## config.mk

```make
export PLATFORM = sky130hd
export DESIGN_NAME = bootctl_reg
export DESIGN_NICKNAME = d
export VERILOG_FILES = /design/src/rtl/bootctl_pkg.sv /design/src/rtl/bootctl_ctrl.sv /design/src/rtl/bootctl_dp.sv /design/src/rtl/bootctl_reg.sv
export SDC_FILE = /design/constraint.sdc
export NUM_CORES = 1
export LEC_CHECK = 0
export ABC_AREA = 0
export ABC_CLOCK_PERIOD_IN_PS = 2050
export BUFFER_PORTS_ARGS = -buffer_cell sky130_fd_sc_hd__buf_2
export CORE_ASPECT_RATIO = 1.75
export CORE_UTILIZATION = 40
export DETAILED_ROUTE_END_ITERATION = 10
export PLACE_DENSITY = 0.79
export SLEW_MARGIN = 20
export SYNTH_ARGS = -nofsm -noshare
export SYNTH_HDL_FRONTEND = slang
export SYNTH_SLANG_ARGS = --single-unit
export TNS_END_PERCENT = 30
```

## constraint.sdc

```tcl
create_clock -name clk -period 2.05 [get_ports clk]
set_input_delay 0.1025 -clock clk [delete_from_list [all_inputs] [get_ports clk]]
set_output_delay 0.1025 -clock clk [all_outputs]
set_load 0.02 [all_outputs]
```

## src/rtl/bootctl_pkg.sv

```systemverilog
package bootctl_pkg;
  localparam int WORD_W    = 32;
  localparam int CHAIN_BIT = 31;
  localparam int UNLK_BIT  = 30;
  localparam int SIZE_BIT  = 29;
  localparam int INCR_BIT  = 28;
  localparam int PMODE_LSB = 26;
  localparam int PMODE_W   = 2;

  typedef struct packed {
    logic load;     // a write happens this cycle
    logic useSeq;   // take sequencer data
    logic lowOpen;  // protected bits may change
  } strobe_t;
endpackage

```

## src/rtl/bootctl_ctrl.sv

```systemverilog
module bootctl_ctrl
  import bootctl_pkg::*;
(
  input  logic    clk,
  input  logic    rstN,
  input  logic    hostWe,
  input  logic    seqWe,
  input  logic    unlockQ,
  output strobe_t stb
);
  always_comb begin
    stb.load    = rstN & (hostWe | seqWe);
    stb.useSeq  = seqWe;
    stb.lowOpen = unlockQ;
  end


  idle_no_load_chk: assert property (@(posedge clk) disable iff (!rstN)
    (!hostWe && !seqWe) |-> !stb.load);
endmodule

```

## src/rtl/bootctl_dp.sv

```systemverilog
module bootctl_dp
  import bootctl_pkg::*;
#(
  parameter int DEV_W      = 7,
  parameter int PADDR_W    = 16,
  parameter int LOCK_W     = 2,
  parameter logic [DEV_W-LOCK_W-1:0] DEV_RST_HI = '0
) (
  input  logic               clk,
  input  logic               rstN,
  input  logic [LOCK_W-1:0]  strapLo,
  input  logic [WORD_W-1:0]  hostWdata,
  input  logic [WORD_W-1:0]  seqWdata,
  input  strobe_t            stb,
  output logic [WORD_W-1:0]  regQ,
  output logic [DEV_W-1:0]   devAddr,
  output logic [PADDR_W-1:0] periphAddr,
  output logic               addrSize,
  output logic               addrIncr,
  output logic [PMODE_W-1:0] pageMode,
  output logic               chainEn,
  output logic               unlockEn
);
  localparam int HI_W    = DEV_W - LOCK_W;
  localparam int DEV_LSB = PADDR_W;
  localparam int HI_LSB  = DEV_LSB + LOCK_W;
  localparam int DEV_TOP = DEV_LSB + DEV_W;

  logic [WORD_W-1:0]  wData;
  logic [HI_W-1:0]    devHiQ;
  logic [LOCK_W-1:0]  devLoQ;
  logic [PADDR_W-1:0] pAddrQ;
  logic               sizeQ, incrQ, chainQ, unlkQ;
  logic [PMODE_W-1:0] pmodeQ;

  assign wData = stb.useSeq ? seqWdata : hostWdata;

  always_ff @(posedge clk) begin
    if (!rstN) begin
      devHiQ <= DEV_RST_HI;
      devLoQ <= strapLo;
      pAddrQ <= '0;
      sizeQ  <= 1'b0;
      incrQ  <= 1'b0;
      pmodeQ <= '0;
      chainQ <= 1'b0;
      unlkQ  <= 1'b0;
    end else if (stb.load) begin
      devHiQ <= wData[HI_LSB +: HI_W];
      pAddrQ <= wData[0 +: PADDR_W];
      sizeQ  <= wData[SIZE_BIT];
      incrQ  <= wData[INCR_BIT];
      pmodeQ <= wData[PMODE_LSB +: PMODE_W];
      chainQ <= wData[CHAIN_BIT];
      unlkQ  <= wData[UNLK_BIT];
      if (stb.lowOpen) devLoQ <= wData[DEV_LSB +: LOCK_W];
    end
  end

  always_comb begin
    regQ = '0;
    regQ[0 +: PADDR_W]      = pAddrQ;
    regQ[DEV_LSB +: LOCK_W] = devLoQ;
    regQ[HI_LSB +: HI_W]    = devHiQ;
    regQ[PMODE_LSB +: PMODE_W] = pmodeQ;
    regQ[INCR_BIT]  = incrQ;
    regQ[SIZE_BIT]  = sizeQ;
    regQ[UNLK_BIT]  = unlkQ;
    regQ[CHAIN_BIT] = chainQ;
  end

  assign devAddr    = {devHiQ, devLoQ};
  assign periphAddr = pAddrQ;
  assign addrSize   = sizeQ;
  assign addrIncr   = incrQ;
  assign pageMode   = pmodeQ;
  assign chainEn    = chainQ;
  assign unlockEn   = unlkQ;


  low_locked_chk: assert property (@(posedge clk) disable iff (!rstN)
    (stb.load && !unlkQ) |=> $stable(devLoQ));

  low_open_chk: assert property (@(posedge clk) disable iff (!rstN)
    (stb.load && unlkQ) |=> devLoQ == $past(wData[DEV_LSB +: LOCK_W]));

  unlock_follow_chk: assert property (@(posedge clk) disable iff (!rstN)
    stb.load |=> unlkQ == $past(wData[UNLK_BIT]));

  hold_word_chk: assert property (@(posedge clk) disable iff (!rstN)
    !stb.load |=> $stable(regQ));

  unused_zero_chk: assert property (@(posedge clk) disable iff (!rstN)
    regQ[PMODE_LSB-1:DEV_TOP] == '0);
endmodule

```

## src/rtl/bootctl_reg.sv

```systemverilog
module bootctl_reg
  import bootctl_pkg::*;
#(
  parameter int DEV_W      = 7,
  parameter int PADDR_W    = 16,
  parameter int LOCK_W     = 2,
  parameter logic [DEV_W-LOCK_W-1:0] DEV_RST_HI = 5'b10100
) (
  input  logic               clk,
  input  logic               rstN,
  input  logic [LOCK_W-1:0]  strapLo,
  input  logic               hostWe,
  input  logic [31:0]        hostWdata,
  input  logic               seqWe,
  input  logic [31:0]        seqWdata,
  output logic [31:0]        regQ,
  output logic [DEV_W-1:0]   devAddr,
  output logic [PADDR_W-1:0] periphAddr,
  output logic               addrSize,
  output logic               addrIncr,
  output logic [1:0]         pageMode,
  output logic               chainEn,
  output logic               unlockEn
);
  localparam int HI_LSB = PADDR_W + LOCK_W;
  localparam int HI_W   = DEV_W - LOCK_W;

  strobe_t stb;

  bootctl_ctrl u_ctrl (
    .clk(clk), .rstN(rstN), .hostWe(hostWe), .seqWe(seqWe),
    .unlockQ(unlockEn), .stb(stb)
  );

  bootctl_dp #(
    .DEV_W(DEV_W), .PADDR_W(PADDR_W), .LOCK_W(LOCK_W), .DEV_RST_HI(DEV_RST_HI)
  ) u_dp (
    .clk(clk), .rstN(rstN), .strapLo(strapLo),
    .hostWdata(hostWdata), .seqWdata(seqWdata), .stb(stb),
    .regQ(regQ), .devAddr(devAddr), .periphAddr(periphAddr),
    .addrSize(addrSize), .addrIncr(addrIncr), .pageMode(pageMode),
    .chainEn(chainEn), .unlockEn(unlockEn)
  );


  seq_wins_chk: assert property (@(posedge clk) disable iff (!rstN)
    (hostWe && seqWe) |=> devAddr[DEV_W-1:LOCK_W] == $past(seqWdata[HI_LSB +: HI_W]));

  field_map_chk: assert property (@(posedge clk) disable iff (!rstN)
    periphAddr == regQ[PADDR_W-1:0] && chainEn == regQ[31]);
endmodule

```

==> results.cfg, run 1 <==
[status]
outcome = complete, no violations

[floorplan]
die_h_um = 90.7
die_w_um = 52.7
core_area_um2 = 4230
die_area_um2 = 4780
pin_count = 131
num_rows = 31
initial_core_util_pct = 42.6

[clock_network]
cts.sinks = 29
cts_resized = 0
ctsHoldBuffers = 0
insertion_delay_ns = 0.27
ctsHtreeMaxLevel = 2
cts_buffers = 5
clkTransAtPathRegs_ns = 0.06
cts_tree = built
postCtsSetupBuffers = 0
clockBufferDepth = 2
root_buffer = clkbuf_8

[logic_synthesis]
synth_mux_area_share_pct = 21.4
synth_top_family_by_area = multiplexers
yosys.area_share.simple_pct = 11.1
synth_area_per_cell_um2 = 11.0
synth_top_cell_by_area = dfxtp_1
seq_area_frac_synth_pct = 33.4
synth_area_leaders = dfxtp_1 30%, mux2_4 14%, o211a_1 14%, buf_4 13%, nand2b_1 5.2%
yosys.area_share.adder_pct = 0
synthFlopType = dfxtp_1
yosysWarnings = 0
yosysMostFrequentCell = buf_4
async_reset_ff_share_pct = 0
synth-seq-cells = 29
synth_xor_area_share_pct = 0
syn-cell-area_um2 = 1800
yosysTopAreaCellShare_pct = 30.0
synth_common_cells = 32 x buf_4, 27 x dfxtp_1, 25 x o211a_1, 17 x mux2_4, 15 x nand2b_1
synth.distinct_cells = 21
synthCells = 164
synth-edff-count = 2
synth_compound_area_share_pct = 15.5

[routing]
drtAntennaViolNets = 0
vias_per_cell = 4.82
drt_pass1_iterations = 4
drt_iter0_drc = 8
post_drt_wl_per_cell_um = 12.2
wl_um = 3720
drc_errors = 0
via_count = 1465

[timing]
relSlewSlack_pct = 61.1
fmax_ghz = 1.03
finalSetupViolCount = 0
report.final.slew_viol_count = 0
tightestPinTransition_ns = 0.583
finalCritPeriodShare_pct = 47.4
skew_ns = 0.0000855
finalCriticalPeriod_ns = 0.972
hold_violations = 0
tns_ns = 0
rsz0062_at_grt = false

[power_and_ir_drop]
p_total_mw = 1.55
p_per_area_nw_per_um2 = 684
p_leak_nw = 1.39
ir_worst_vdd_mv = 0.601

[worst_setup_path]
crit_chain = buf_2 -> buf_4 -> or2b_1 -> o211a_1
worstPathArrival_ns = 1.14
critPathRequiredTime_ns = 2.21
crit_fanout = 35
path_class = in2reg
cp_slowest_stage_delay_ns = 0.37
critical_path_buf_inv_count = 2
critPathCaptureType = flip-flop
slowest_stage = buf_4
crit_family = buffers and inverters
start_kind = input pin

[grt]
gr-total-overflow = 0
grt_pass1_wl_um = 5780
grt_pass1_vias = 1386
antenna_found_initial = 0
grt_use_total_pct = 16.0
grt_max_degree = 36

[cells_and_area]
fin_area_um2 = 2260
nNetsFinal = 324
final_util_pct = 53.5
area_growth_pct = 25.7
antenna_cells = 0
stdcell_count = 304
drive_above_1_share_pct = 61.2

[place]
placedInstanceArea_um2 = 2170
port_buffers = 121
dp_cells = 296
gp_congestion = 0.716
dp_hpwl_um = 2850

[worst_hold_path]
hold_path_class = in2reg

[job]
cap_violations = 0
## metal layers
metal	part of all wire, %	global-route usage, %	wire length [µm]
met1	34	13.7	1270
met5	0	0	0
met4	1.2	5.26	46
met3	7.4	4.88	276
met2	57	31.8	2120
## where the power goes
group          internal, mW  switching (mW)  total, mW
Clock                 0.273           0.202      0.475
Sequential            0.615          0.0270      0.642
Combinational         0.205           0.226      0.431
## final timing paths
check	startpoint	to	slack (ns)	cells past startpoint
setup reg to reg	u_dp.pageMode[0]	u_dp.pageMode[0]	1.15	2
hold reg to reg	u_dp.devHiQ[2]	u_dp.devHiQ[2]	0.57	2
hold / removal	hostWdata[20]	u_dp.devHiQ[2]	0.11	3
setup / recovery	seqWe	u_dp.addrIncr	1.08	4
## kinds of logic after synthesis
group,after synthesis
and+or+nand+nor,31
other,1
buffers and inverters,44
AOI/OAI and AO/OA,30
muxes,29
DFF,29
## cell type report
cell class	instances	area (µm²)
Tap cell	49	61.3
Sequential cell	29	601
Timing Repair Buffer	125	636
Fill cell	419	1970
Clock buffer	8	90.1
Multi-Input combinational cell	93	875
## tightest hold or removal path: stages
cell and delay (ns):
buf_2 0.07, mux2i_1 0.06, a21oi_1 0.11
## state kept, by name, indices dropped and copies added, names as in the netlist
name and cells:
u_dp.chainEn 1, u_dp.pageMode 2, u_dp.unlockEn 1, u_dp.addrIncr 1
u_dp.devLoQ 2, u_dp.addrSize 1, u_dp.devHiQ 5, u_dp.periphAddr 16
## per-stage QoR
stage                     setup slack (ns)  hold WS (ns)
after floorplan                       1.07         0.263
after global placement               0.832         0.350
after detailed placement             0.789         0.393
after CTS                             1.08         0.103
after global routing                 0.990         0.120
final                                 1.08         0.114
## layout by cell type, fill, tap and decap left out, drive strengths merged
cell	netlist	routed
nand2	2	2
or2b	10	10
nor2	2	2
and3b	1	1
conb	1	3
o21ai	1	1
clkbuf	4	8
mux2	25	25
nor2b	1	1
a21oi	3	3
buf	40	125
nand2b	15	15
mux2i	4	4
dfxtp	27	27
a2bb2oi	1	1
edfxtp	2	2
o211a	25	25
No activity file was read; power rests on OpenSTA's default activity.
==> run 2: changes to the inputs <==
Settings changed: ABC_CLOCK_PERIOD_IN_PS 2050 to 900.
Clock period 2.05 ns to 0.9 ns, I/O delays scaled along.
==> results.cfg, run 2 (same netlist as run 1, synthesis figures left out) <==
[timing]
hold_violations = 0
finalCriticalPeriod_ns = 0.896
finalSetupViolCount = 0
skew_ns = 0.000140
report.final.slew_viol_count = 0
rsz0062_at_grt = true
fmax_ghz = 1.12
finalCritPeriodShare_pct = 99.5
tns_ns = 0

[routing]
drt_pass1_iterations = 4
via_count = 1479
post_drt_wl_per_cell_um = 12.4
drt_iter0_drc = 4
drtAntennaViolNets = 0
vias_per_cell = 4.80
drc_errors = 0
wl_um = 3820

[place]
gp_congestion = 0.694
port_buffers = 121
dp_hpwl_um = 2970

[worst_setup_path]
ff2ff_setup_slack_ns = 0.004
critPathCaptureType = flip-flop
reg2reg_depth = 2
path_class = reg2reg
crit_fanout = 3
start_kind = flip-flop
r2r_end = u_dp.addrIncr
critPathRequiredTime_ns = 1.06
worstPathArrival_ns = 1.06
timing.rr.start = u_dp.addrIncr

[floorplan]
die_w_um = 52.7
num_rows = 31
core_area_um2 = 4230
initial_core_util_pct = 42.6
die_area_um2 = 4780
pin_count = 131
die_h_um = 90.7

[grt]
grt_max_degree = 39
grt_pass1_wl_um = 5970
grt_pass1_vias = 1430
grt_use_total_pct = 16.5
gr-total-overflow = 0
antenna_found_initial = 0

[power_and_ir_drop]
p_total_mw = 3.52
ir_worst_vdd_mv = 1.17
p_leak_nw = 1.43
p_per_area_nw_per_um2 = 1480

[cells_and_area]
antenna_cells = 0
final_common_cell = buf_2
multi_input_area_um2 = 878
final-seq-area_um2 = 624
fill_cells = 402
layout_common_cells = 119 x buf_2, 25 x o211a_1, 19 x dfxtp_2
area_growth_pct = 32.1
drive_above_1_share_pct = 68.7
largest_register_ffs = 16
nNetsFinal = 328

[job]
cap_violations = 0

[clock_network]
cts.sinks = 29
postCtsSetupBuffers = 0
cts_buffers = 5
insertion_delay_ns = 0.27
clockBufferDepth = 2
root_buffer = clkbuf_8
cts_tree = built
clkTransAtPathRegs_ns = 0.06
ctsHtreeMaxLevel = 2

[worst_hold_path]
holdPathEnd = u_dp.devHiQ[4]
hp-start = seqWdata[22]
hold_path_class = in2reg
min_path_cells = 2

[status]
outcome = complete, no violations
run 2: report_power, final:
group	leakage, nW	internal [mW]	switching (mW)	total [mW]
Sequential	0.250	1.42	0.0635	1.48
Clock	0.0395	0.548	0.456	1.00
Combinational	1.14	0.516	0.526	1.04
run 2: how the worst max path moves through the flow:
stage	start	to	slack [ns]	cells after the start
2_1_floorplan	u_dp.devHiQ[3]	u_dp.devHiQ[3]	-0.05	2
4_1_cts	u_dp.periphAddr[10]	periphAddr[10]	-0.02	2
6_report	u_dp.addrIncr	u_dp.addrIncr	0.004	2
5_1_grt	u_dp.pageMode[0]	u_dp.pageMode[0]	-0.02	2
3_3_place_gp	hostWe	u_dp.periphAddr[10]	-0.11	4
3_5_place_dp	hostWe	u_dp.periphAddr[6]	-0.12	4
run 2: per-layer routing:
layer,track usage (%),up-vias,routed length (µm)
li1,-,722,-
met1,14.9,682,1350
met2,31.5,70,2130
met3,4.71,5,275
met4,6.58,0,61
met5,0,-,0
run 2: critical path, cell delays in order, from the launching register on:
cell and delay (ns):
dfxtp_2 0.33, mux2_4 0.26, o211a_1 0.20
run 2: what timing repair did:
action                     4_1_cts  5_1_grt
hold endpoints to repair         0        0
setup endpoints to repair        3       25
gates resized for setup          2       17
pin swaps                        0        0
hold buffers                     0        0
run 2: final cells by class:
| type | count | share of cell area (%) |
|---|---|---|
| Sequential cell | 29 | 26.3 |
| Multi-Input combinational cell | 93 | 37.0 |
| Timing Repair Buffer | 129 | 30.8 |
| Tap cell | 49 | 2.58 |
| Clock buffer | 8 | 3.37 |
run 2: per-stage QoR:
step                      hold slack [ns]  util [%]  instances  cell area (µm²)  worst slack, ns
after CTS                          0.0236      55.4        308             2340          -0.0174
final                              0.0325      56.2        308             2380          0.00415
after floorplan                     0.205         -        166             1820          -0.0453
after detailed placement            0.311      53.4        300             2260           -0.124
after global routing               0.0371      56.2        308             2380          -0.0205
after global placement              0.299      53.4        300             2260           -0.106
